$ cat src/rtl/scr66_duplex.sv
module scr66_duplex #(
  parameter int DATA_W   = 64,
  parameter int HDR_W    = 2,
  parameter int STATE_W  = 58,
  parameter int TAP_NEAR = 39,
  parameter int TAP_FAR  = 58,
  parameter bit REVERSE  = 1'b0
) (
  input  logic              clk,
  input  logic              rst_n,
  input  logic              tx_valid,
  input  logic              tx_scr_en,
  input  logic [DATA_W-1:0] tx_payload,
  input  logic [HDR_W-1:0]  tx_hdr,
  output logic              tx_out_valid,
  output logic [DATA_W-1:0] tx_out_payload,
  output logic [HDR_W-1:0]  tx_out_hdr,
  input  logic              rx_valid,
  input  logic              rx_scr_en,
  input  logic [DATA_W-1:0] rx_payload,
  input  logic [HDR_W-1:0]  rx_hdr,
  output logic              rx_out_valid,
  output logic [DATA_W-1:0] rx_out_payload,
  output logic [HDR_W-1:0]  rx_out_hdr
);

  localparam int EXT_W = STATE_W + DATA_W;
  localparam int RES_W = STATE_W + DATA_W;

  // Flattened serial walk: ext holds the oldest history bit at index 0,
  // followed by the bits shifted in during this word.
  function automatic logic [RES_W-1:0] walk(input logic [STATE_W-1:0] st,
                                            input logic [DATA_W-1:0]  din,
                                            input logic               feed_out);
    logic [EXT_W-1:0]   ext;
    logic [DATA_W-1:0]  dout;
    logic [STATE_W-1:0] nst;
    ext = '0;
    for (int j = 0; j < STATE_W; j++) ext[j] = st[STATE_W-1-j];
    for (int i = 0; i < DATA_W; i++) begin
      dout[i] = din[i] ^ ext[STATE_W+i-TAP_NEAR] ^ ext[STATE_W+i-TAP_FAR];
      ext[STATE_W+i] = feed_out ? dout[i] : din[i];
    end
    for (int k = 0; k < STATE_W; k++) nst[k] = ext[EXT_W-1-k];
    return {nst, dout};
  endfunction

  function automatic logic [DATA_W-1:0] flip_data(input logic [DATA_W-1:0] v);
    logic [DATA_W-1:0] r;
    for (int i = 0; i < DATA_W; i++) r[i] = v[DATA_W-1-i];
    return r;
  endfunction

  function automatic logic [HDR_W-1:0] flip_hdr(input logic [HDR_W-1:0] v);
    logic [HDR_W-1:0] r;
    for (int i = 0; i < HDR_W; i++) r[i] = v[HDR_W-1-i];
    return r;
  endfunction

  logic [STATE_W-1:0] tx_state, rx_state;
  logic [RES_W-1:0]   tx_res, rx_res;
  logic [DATA_W-1:0]  tx_word, tx_word_o, rx_pre, rx_word;
  logic [HDR_W-1:0]   tx_hdr_o, rx_hdr_o;

  assign tx_res  = walk(tx_state, tx_payload, 1'b1);
  assign tx_word = tx_scr_en ? tx_res[DATA_W-1:0] : tx_payload;

  generate
    if (REVERSE) begin : g_rev
      assign tx_word_o = flip_data(tx_word);
      assign tx_hdr_o  = flip_hdr(tx_hdr);
      assign rx_pre    = flip_data(rx_payload);
      assign rx_hdr_o  = flip_hdr(rx_hdr);
    end else begin : g_fwd
      assign tx_word_o = tx_word;
      assign tx_hdr_o  = tx_hdr;
      assign rx_pre    = rx_payload;
      assign rx_hdr_o  = rx_hdr;
    end
  endgenerate

  assign rx_res  = walk(rx_state, rx_pre, 1'b0);
  assign rx_word = rx_scr_en ? rx_res[DATA_W-1:0] : rx_pre;

  always_ff @(posedge clk or negedge rst_n) begin
    if (!rst_n) begin
      tx_state       <= '0;
      tx_out_valid   <= 1'b0;
      tx_out_payload <= '0;
      tx_out_hdr     <= '0;
    end else begin
      tx_out_valid <= tx_valid;
      if (tx_valid) begin
        tx_out_payload <= tx_word_o;
        tx_out_hdr     <= tx_hdr_o;
        if (tx_scr_en) tx_state <= tx_res[RES_W-1:DATA_W];
      end
    end
  end

  always_ff @(posedge clk or negedge rst_n) begin
    if (!rst_n) begin
      rx_state       <= '0;
      rx_out_valid   <= 1'b0;
      rx_out_payload <= '0;
      rx_out_hdr     <= '0;
    end else begin
      rx_out_valid <= rx_valid;
      if (rx_valid) begin
        rx_out_payload <= rx_word;
        rx_out_hdr     <= rx_hdr_o;
        if (rx_scr_en) rx_state <= rx_res[RES_W-1:DATA_W];
      end
    end
  end

endmodule

$ cat config.mk
export PLATFORM = sky130hd
export DESIGN_NAME = scr66_duplex
export DESIGN_NICKNAME = d
export VERILOG_FILES = /design/src/rtl/scr66_duplex.sv
export SDC_FILE = /design/constraint.sdc
export NUM_CORES = 1
export LEC_CHECK = 0
export ABC_AREA = 1
export BUFFER_PORTS_ARGS = -buffer_cell sky130_fd_sc_hd__buf_2
export CORE_AREA = 2 2 180 182
export CTS_BUF_LIST = sky130_fd_sc_hd__clkbuf_16
export CTS_CLUSTER_SIZE = 20
export DETAILED_ROUTE_END_ITERATION = 6
export DIE_AREA = 0 0 182 184
export GPL_TIMING_DRIVEN = 0
export SLEW_MARGIN = 20
export SYNTH_ARGS = -nofsm -noshare
export SYNTH_HDL_FRONTEND = slang
export SYNTH_SLANG_ARGS = --single-unit
$ cat constraint.sdc
create_clock -name clk -period 3.19 [get_ports clk]
set_input_delay 0.638 -clock clk [delete_from_list [all_inputs] [get_ports clk]]
set_output_delay 0.638 -clock clk [all_outputs]
set_load 0.05 [all_outputs]
# [Word-level counts from Yosys, hierarchy flattened]
# Cells that the tools add are included.
# Widths: inputs -> output; s select.
[op_classes] addsub=0 n_mul=0 div=0 n_lt_le_gt_ge=0 eq_ne=0 n_shift=0 mux=2 bitwise_logic=256 n_reduce_logical=2
[op_table] operator="$xor 1x1->1" count=256
[op_table] operator="$mux 64" count=2
[op_table] operator="$reduce_and 2->1" count=2
[totals] reg_bits=250 latch_bits=0 ram_bits=0 rom_bits=0 word_cells=268 mem_count=0

# [Longest topological paths before layout]
# Gate-level depths: netlist of run 1.
[depth] depth_word=5 depth_mapped=9 depth_no_buf=9

# [Least setup slack after synthesis of run 1]
# Ideal clock, no wire load.
[synth_timing] path_kind="input-to-reg" startpoint="in rx_scr_en" endpoint="reg rx_state[0]" arrival_ns=1.326 required_ns=3.066 setup_slack_ns=1.741 cell_stages=5 path_cell_list="buf_4 nand2_2 buf_2 buf_2 a21oi_1"
[synth_between] elab_chain_cells=1
[synth_lines] item="start: declaration" line="19" text="input logic rx_scr_en,"
[synth_lines] item="$reduce_and 2->1 (no line)"
[synth_lines] item="end signal: assignment" line="112" text="if (rx_scr_en) rx_state <= rx_res[RES_W-1:DATA_W];"
[synth_lines] item="end: declaration" line="60" text="logic [STATE_W-1:0] tx_state, rx_state;"
# No other way between the ends.
# A chain may end at the register's enable or synchronous reset.

# [Final worst setup path of run 1]
[layout_timing] startpoint="reg tx_out_payload[25]" endpoint="out tx_out_payload[25]"
[layout_lines] item="start: declaration" line="16" text="output logic [DATA_W-1:0] tx_out_payload,"
[layout_lines] item="start signal: assignment" line="94" text="tx_out_payload <= tx_word_o;"
# No word-level cell between the ends.

==> impl_metrics.json, run 1 <==
{
  "postCtsResizedCells": 0,
  "drtPass1Iterations": 6,
  "synth_fa_ha_area_share_pct": 0,
  "clkTransAtPathRegs_ns": 0.06,
  "vias": 11600,
  "routed_wl_mm": 43.9,
  "antenna_found_initial": 6,
  "critPathBufInv": 1,
  "fp.dieArea_mm2": 0.0335,
  "seq_area_mm2": 0.00626,
  "cp.required_ns": 2.55,
  "leakage_nw": 8.12,
  "viasPerCell": 5.10,
  "start_util_pct": 39.6,
  "path_class": "reg -> out",
  "synth_area_per_cell_um2": 8.10,
  "cts_setup_buffers": 0,
  "slowest_stage": "dfrtp_1",
  "post-route-period-util_pct": 58.7,
  "use_met3_pct": 4.26,
  "hold_buffers": 0,
  "final_core_util_pct": 48.8,
  "grt_max_degree": 94,
  "h-tree-depth": 1,
  "synth-seq-cells": 250,
  "rsz0062_at_grt": "no",
  "reg2reg_slack_ns": 1.80,
  "final_common_cell": "nand2_1",
  "rows": 65,
  "grt-ovfl-total": 0,
  "critPathArrivalTime_ns": 1.24,
  "min_period_ns": 1.87,
  "die_x_um": 182,
  "io_pins": 272,
  "grt_pass1_wl_mm": 66.3,
  "crit_path_start": "tx_out_payload[25]",
  "synthArstFlopShare_pct": 100,
  "fmax_mhz": 534,
  "cts_tree": "built",
  "remaining_drc_errors": 0,
  "max_stage_delay_ns": 0.41,
  "finalHoldViolations": 0,
  "critPathCaptureType": "output port",
  "synth_area_mm2": 0.0124,
  "dpl.hpwl_mm": 32.9,
  "die_h_um": 184,
  "cts.sinks": 250,
  "met1_usage_pct": 32.8,
  "synth_cell_types": 25,
  "rr_startpoint": "tx_state[35]",
  "r2r-end": "tx_state[21]",
  "synth_ff_type": "dfrtp_1",
  "core_area_mm2": 0.0314,
  "synthXorXnorAreaFrac_pct": 8.74,
  "dpl_cell_area_mm2": 0.0143,
  "wl_per_cell_um": 19.4,
  "rr_worst_depth": 7,
  "ys_seq_area_share_pct": 50.3,
  "critPathTopFamily": "flip-flops",
  "area_growth_pct": 23.3,
  "path_cells": "buf_2",
  "final_nets": 1976,
  "nFillCells": 3096,
  "setup_viol": 0,
  "multi_input_area_mm2": 0.00529,
  "grt_pass1_vias": 11200,
  "synth-simple-area-share_pct": 24.0,
  "crit_fanout": 2,
  "clk-insertion-delay-late_ns": 0.55,
  "maxCapViolations": 0,
  "yosysWarnings": 0,
  "synthMuxAreaShare_pct": 0,
  "synth-edff-count": 0,
  "final_cell_mix": "nand2_1, buf_2, dfrtp_1, nand3_1, inv_1",
  "status": "finished clean",
  "hold_class": "in -> async",
  "dr.first_iter.drc_count": 835,
  "drive_gt1_share_pct": 19.9,
  "maxSlewHeadroom_pct": 42.2,
  "synth_top_family_by_area": "simple AND/OR/NAND/NOR gates",
  "synth_compound_gate_area_share_pct": 9.81,
  "grtUsageTotal_pct": 26.2,
  "power_density_mw_per_mm2": 862,
  "syn_inst": 1535,
  "syn_nets": 1673,
  "cts-root-buf": "clkbuf_16",
  "peakVddDrop_mv": 0.438,
  "startpoint_type": "flop",
  "ant_nets": 0,
  "slew_viol_final": 0,
  "final_cell_area_mm2": 0.0153,
  "grt_use_met2_pct": 45.2,
  "cp.depth": 1,
  "tightestPinTransition_ns": 0.867,
  "io_buffers": 270,
  "clk_path_buf_depth": 3,
  "gp_congestion": 0.900,
  "busiest_layer": "met2",
  "cts_buffers": 29,
  "finalClockSkew_ns": 0.0125,
  "setup-tns-final_ns": 0
}
worst max path at each step:
stage,endpoint
after global placement,rx_out_payload[45]
after global routing,tx_out_payload[63]
after detailed placement,tx_out_payload[26]
after CTS,tx_out_payload[63]
final,tx_out_payload[25]
after floorplan,rx_state[0]
synth_stat cells, types with 6 or more instances:
cell type  count  area share (%)
a21boi_0      14            0.85
buf_2         28             1.1
o221ai_1       6            0.42
clkbuf_1      21            0.63
xor2_1        84             5.9
a21oi_1       39             1.6
o21ai_0      119             4.8
nand3_1      158             6.4
nor2_1        40             1.2
or2_2         13            0.65
o211ai_1       6            0.36
o21ai_1       15            0.60
xnor2_1       40             2.8
a22o_1        13            0.92
buf_4          7            0.42
inv_1        153             4.6
nand2_1      512              15
dfrtp_1      250              50
logic make-up after synthesis:
group	Yosys count
DFF	250
and+or+nand+nor	730
AOI/OAI and AO/OA	217
buffers and inverters	214
xor gates and xnor gates	124
report_power, final:
group	internal, mW	leakage (nW)	switching (mW)
Sequential	4.03	3.01	0.712
Combinational	1.50	4.63	3.52
Clock	2.05	0.486	1.40
flip-flops by register name, summed over array words and instances (netlist names):
| signal | cells |
|---|---|
| rx_state | 58 |
| rx_out_valid | 1 |
| tx_out_payload | 64 |
| rx_out_payload | 64 |
| tx_out_valid | 1 |
| tx_out_hdr | 2 |
| tx_state | 58 |
| rx_out_hdr | 2 |
stage by stage:
stage / hold WS, ns / std cells / power (mW) / setup slack, ns
floorplan: 0.342 / 1535 / 8.33 / 1.74
global placement: 0.453 / 2207 / 9.70 / -3.30
detailed placement: 0.455 / 2209 / 9.79 / 0.949
CTS: 0.114 / 2262 / 13.3 / 1.30
global route: 0.152 / 2263 / 14.0 / 1.29
finish: 0.0995 / 2266 / 13.2 / 1.32
area by class of cell:
| class | count | share of cell area (%) |
|---|---|---|
| flip-flops and latches | 250 | 40.8 |
| diodes | 4 | 0.0653 |
| inverters | 155 | 3.80 |
| clock buffers | 29 | 4.73 |
| multi-input cells | 1071 | 34.5 |
| repair buffers | 272 | 9.24 |
| well taps | 402 | 3.28 |
| plain buffers | 59 | 1.94 |
| clock inverters | 24 | 1.60 |
metal layers:
| layer | wire length (um) | vias up |
|---|---|---|
| met5 | 24 | - |
| met1 | 17600 | 5448 |
| met4 | 1880 | 4 |
| li1 | - | 5495 |
| met3 | 3250 | 95 |
| met2 | 21100 | 515 |
(Power assumes the default switching activity.)
==> inputs of run 2 (changes only) <==
--- a/config.mk
+++ b/config.mk
@@ -5,13 +5,13 @@
 export SDC_FILE = /design/constraint.sdc
 export NUM_CORES = 1
 export LEC_CHECK = 0
-export ABC_AREA = 1
+export ABC_AREA = 0
 export BUFFER_PORTS_ARGS = -buffer_cell sky130_fd_sc_hd__buf_2
-export CORE_AREA = 2 2 180 182
+export CORE_AREA = 2 2 182 184
 export CTS_BUF_LIST = sky130_fd_sc_hd__clkbuf_16
 export CTS_CLUSTER_SIZE = 20
 export DETAILED_ROUTE_END_ITERATION = 6
-export DIE_AREA = 0 0 182 184
+export DIE_AREA = 0 0 184 186
 export GPL_TIMING_DRIVEN = 0
 export SLEW_MARGIN = 20
 export SYNTH_ARGS = -nofsm -noshare
==> constraint.sdc (replaced) <==
create_clock -name clk -period 1.71 [get_ports clk]
set_input_delay 0.342 -clock clk [delete_from_list [all_inputs] [get_ports clk]]
set_output_delay 0.342 -clock clk [all_outputs]
set_load 0.05 [all_outputs]
==> run 2 against run 1 <==
Effect of this change:
- critical path depth rose by 3
- first-iteration DRC count down 16%
- cell area rose by 2.1%
- power is 110% higher
- die area increased by 2.2%
- largest cell class unchanged
==> impl_metrics.json, run 2 <==
{
  "status": "finished clean",
  "dr.first_iter.drc_count": 699,
  "clkTransAtPathRegs_ns": 0.06,
  "crit_path_start": "tx_state[16]",
  "grtUsageTotal_pct": 23.3,
  "vias": 10000,
  "yosysWarnings": 0,
  "grt_pass1_vias": 9780,
  "min_period_ns": 1.66,
  "p_clk_share_pct": 20.2,
  "rr_startpoint": "tx_state[16]",
  "reg2reg_slack_ns": 0.05,
  "cts.sinks": 250,
  "critPathCaptureType": "flop",
  "synth.area.top_cells": "dfrtp_1, xor2_1, xnor2_1",
  "synth_area_per_cell_um2": 10.3,
  "tightestPinTransition_ns": 0.796,
  "finalHoldViolations": 0,
  "power_mw": 28.1,
  "final_cell_mix": "buf_2, dfrtp_1, xor2_1, nand2_1, nor2_1",
  "grt-ovfl-total": 0,
  "rr_worst_depth": 4,
  "maxSlewHeadroom_pct": 46.9,
  "h-tree-depth": 1,
  "post-route-period-util_pct": 96.8,
  "start_util_pct": 39.6,
  "cts_setup_buffers": 0,
  "top_regs": "rx_out_payload x64, tx_out_payload x64",
  "multi_input_area_mm2": 0.00623,
  "remaining_drc_errors": 0,
  "synthArstFlopShare_pct": 100,
  "cts_buffers": 29,
  "clk_path_buf_depth": 3,
  "final_common_cell": "buf_2",
  "synth_cell_types": 22,
  "synth_largest_area_cell": "dfrtp_1",
  "worstSetupEndpoint": "tx_out_payload[61]",
  "final_cell_area_mm2": 0.0157,
  "io_buffers": 271,
  "rows": 66,
  "synthDominantCellAreaShare_pct": 49.0,
  "gp_congestion": 0.882,
  "p_int_mw": 15.5,
  "io_pins": 272,
  "nFillCells": 3108,
  "cts-root-buf": "clkbuf_16",
  "ys_seq_area_share_pct": 49.0,
  "synth_ff_type": "dfrtp_1",
  "hold_class": "in -> reg",
  "ant_nets": 0,
  "seq_power_share_pct": 33.6,
  "slew_viol_final": 0,
  "synth-seq-cells": 250,
  "core_area_mm2": 0.0322,
  "p_comb_share_pct": 46.1,
  "routed_wl_mm": 40.2,
  "drive_gt1_share_pct": 29.1,
  "clk-insertion-delay-late_ns": 0.55,
  "finalClockSkew_ns": 0.00795,
  "switching_share_pct": 45.0,
  "crit_fanout": 4,
  "die_h_um": 186,
  "maxCapViolations": 0,
  "grt_max_degree": 84,
  "r2r-end": "tx_out_payload[61]",
  "cp.required_ns": 2.17,
  "dpl_cell_area_mm2": 0.0147,
  "area_growth_pct": 22.6,
  "power_density_mw_per_mm2": 1800,
  "fmax_mhz": 604,
  "wl_per_cell_um": 20.3,
  "synth-edff-count": 0,
  "dpl.hpwl_mm": 30.5,
  "leakage_nw": 7.14,
  "startpoint_type": "flop",
  "viasPerCell": 5.07,
  "drtPass1Iterations": 4,
  "seq_area_mm2": 0.00626,
  "grt_pass1_wl_mm": 59.2,
  "yosysMostFrequentCell": "dfrtp_1",
  "fp.dieArea_mm2": 0.0342,
  "synth_area_mm2": 0.0128,
  "setup_viol": 0,
  "p_sw_mw": 12.7,
  "path_class": "reg -> reg",
  "die_x_um": 184,
  "synth_commonest_cells": "dfrtp_1, xor2_1, nand2_1",
  "syn_nets": 1379,
  "syn_inst": 1241,
  "final_nets": 1687,
  "antenna_found_initial": 7,
  "peakVddDrop_mv": 1.11,
  "critPathArrivalTime_ns": 2.12,
  "cts_tree": "built"
}
[run 2: changes by cell type after synthesis, moves of 15 or more]
cell / before / now
nor2_1: 40 / 121
a31oi_1: 0 / 19
mux2_2: 0 / 68
inv_1: 153 / 2
xor2_1: 84 / 200
o21ai_1: 15 / 0
xnor2_1: 40 / 94
nand3_1: 158 / 23
buf_1: 1 / 20
nand3_2: 0 / 16
nand2_1: 512 / 151
a21oi_1: 39 / 109
o21ai_0: 119 / 45
[run 2: power by group through the flow]
stage	combinational [mW]	sequential, mW	clock, mW
2_1_floorplan	6.43	12.4	0
3_3_place_gp	12.7	9.50	0
3_5_place_dp	12.8	9.52	0
4_1_cts	12.9	9.45	5.80
5_1_grt	14.0	9.65	6.06
6_report	13.0	9.46	5.70
[run 2: critical path, cell delays in order (launching register included)]
cell and delay, ns:
dfrtp_1 0.44, xnor2_1 0.41, xor2_2 0.20, or3_1 0.34, a31oi_1 0.18
[run 2: stage by stage]
stage	util [%]	TNS [ns]	hold WS [ns]	cells	worst slack, ns
5_1_grt	48.6	-0.0302	0.0197	1979	-0.0182
3_3_place_gp	45.4	-1144.68	0.462	1920	-4.49
6_report	48.6	0	0.0324	1980	0.0539
2_1_floorplan	-	0	0.0464	1241	0.266
4_1_cts	48.5	0	0.00992	1977	0.0378
3_5_place_dp	45.7	-26.53	0.259	1923	-0.404
[run 2: kinds of logic (layout without fill, tap and decap cells)]
group	Yosys count	after routing	share of synthesized area, %
xor gates and xnor gates	307	307	21.8
and+or+nand+nor	362	362	13.3
AOI/OAI and AO/OA	179	179	7.38
muxes	68	68	6.00
DFF	250	250	49.0
buffers and inverters	75	403	2.50
other	0	3	0
[run 2: repair_timing]
action | 4_1_cts | 5_1_grt
endpoints found under the setup margin | 2 | 4
hold buffers | 3 | 0
hold endpoints to repair | 43 | 0
gates resized for setup | 2 | 3
[run 2: area by class of cell]
type / count / area share (%)
Sequential cell: 250 / 40.0
Multi-Input combinational cell: 916 / 39.8
Timing Repair Buffer: 277 / 9.45
Clock buffer: 29 / 4.64
Tap cell: 408 / 3.26
Buffer: 73 / 1.99
Clock inverter: 22 / 0.807
Inverter: 2 / 0.0480
Antenna cell: 3 / 0.0480
[run 2: how the worst min path moves through the flow]
stage / endpoint / slack [ns] / startpoint / cells after the start
final: rx_out_hdr[0] / 0.03 / rx_hdr[0] / 2
after global routing: rx_out_hdr[0] / 0.02 / rx_hdr[0] / 2
after CTS: rx_out_hdr[0] / 0.01 / rx_hdr[0] / 2
after detailed placement: rx_out_hdr[0] / 0.26 / rst_n / 1
after global placement: tx_out_valid / 0.46 / tx_valid / 1
after floorplan: rx_out_hdr[0] / 0.05 / rst_n / 0
[run 2: routing by layer]
metal	vias up	track usage (%)	routed length, um
met2	343	38.7	19000
li1	4708	-	-
met1	4895	31.0	17400
met5	-	0	43
met4	8	7.58	1280
met3	77	4.30	2500
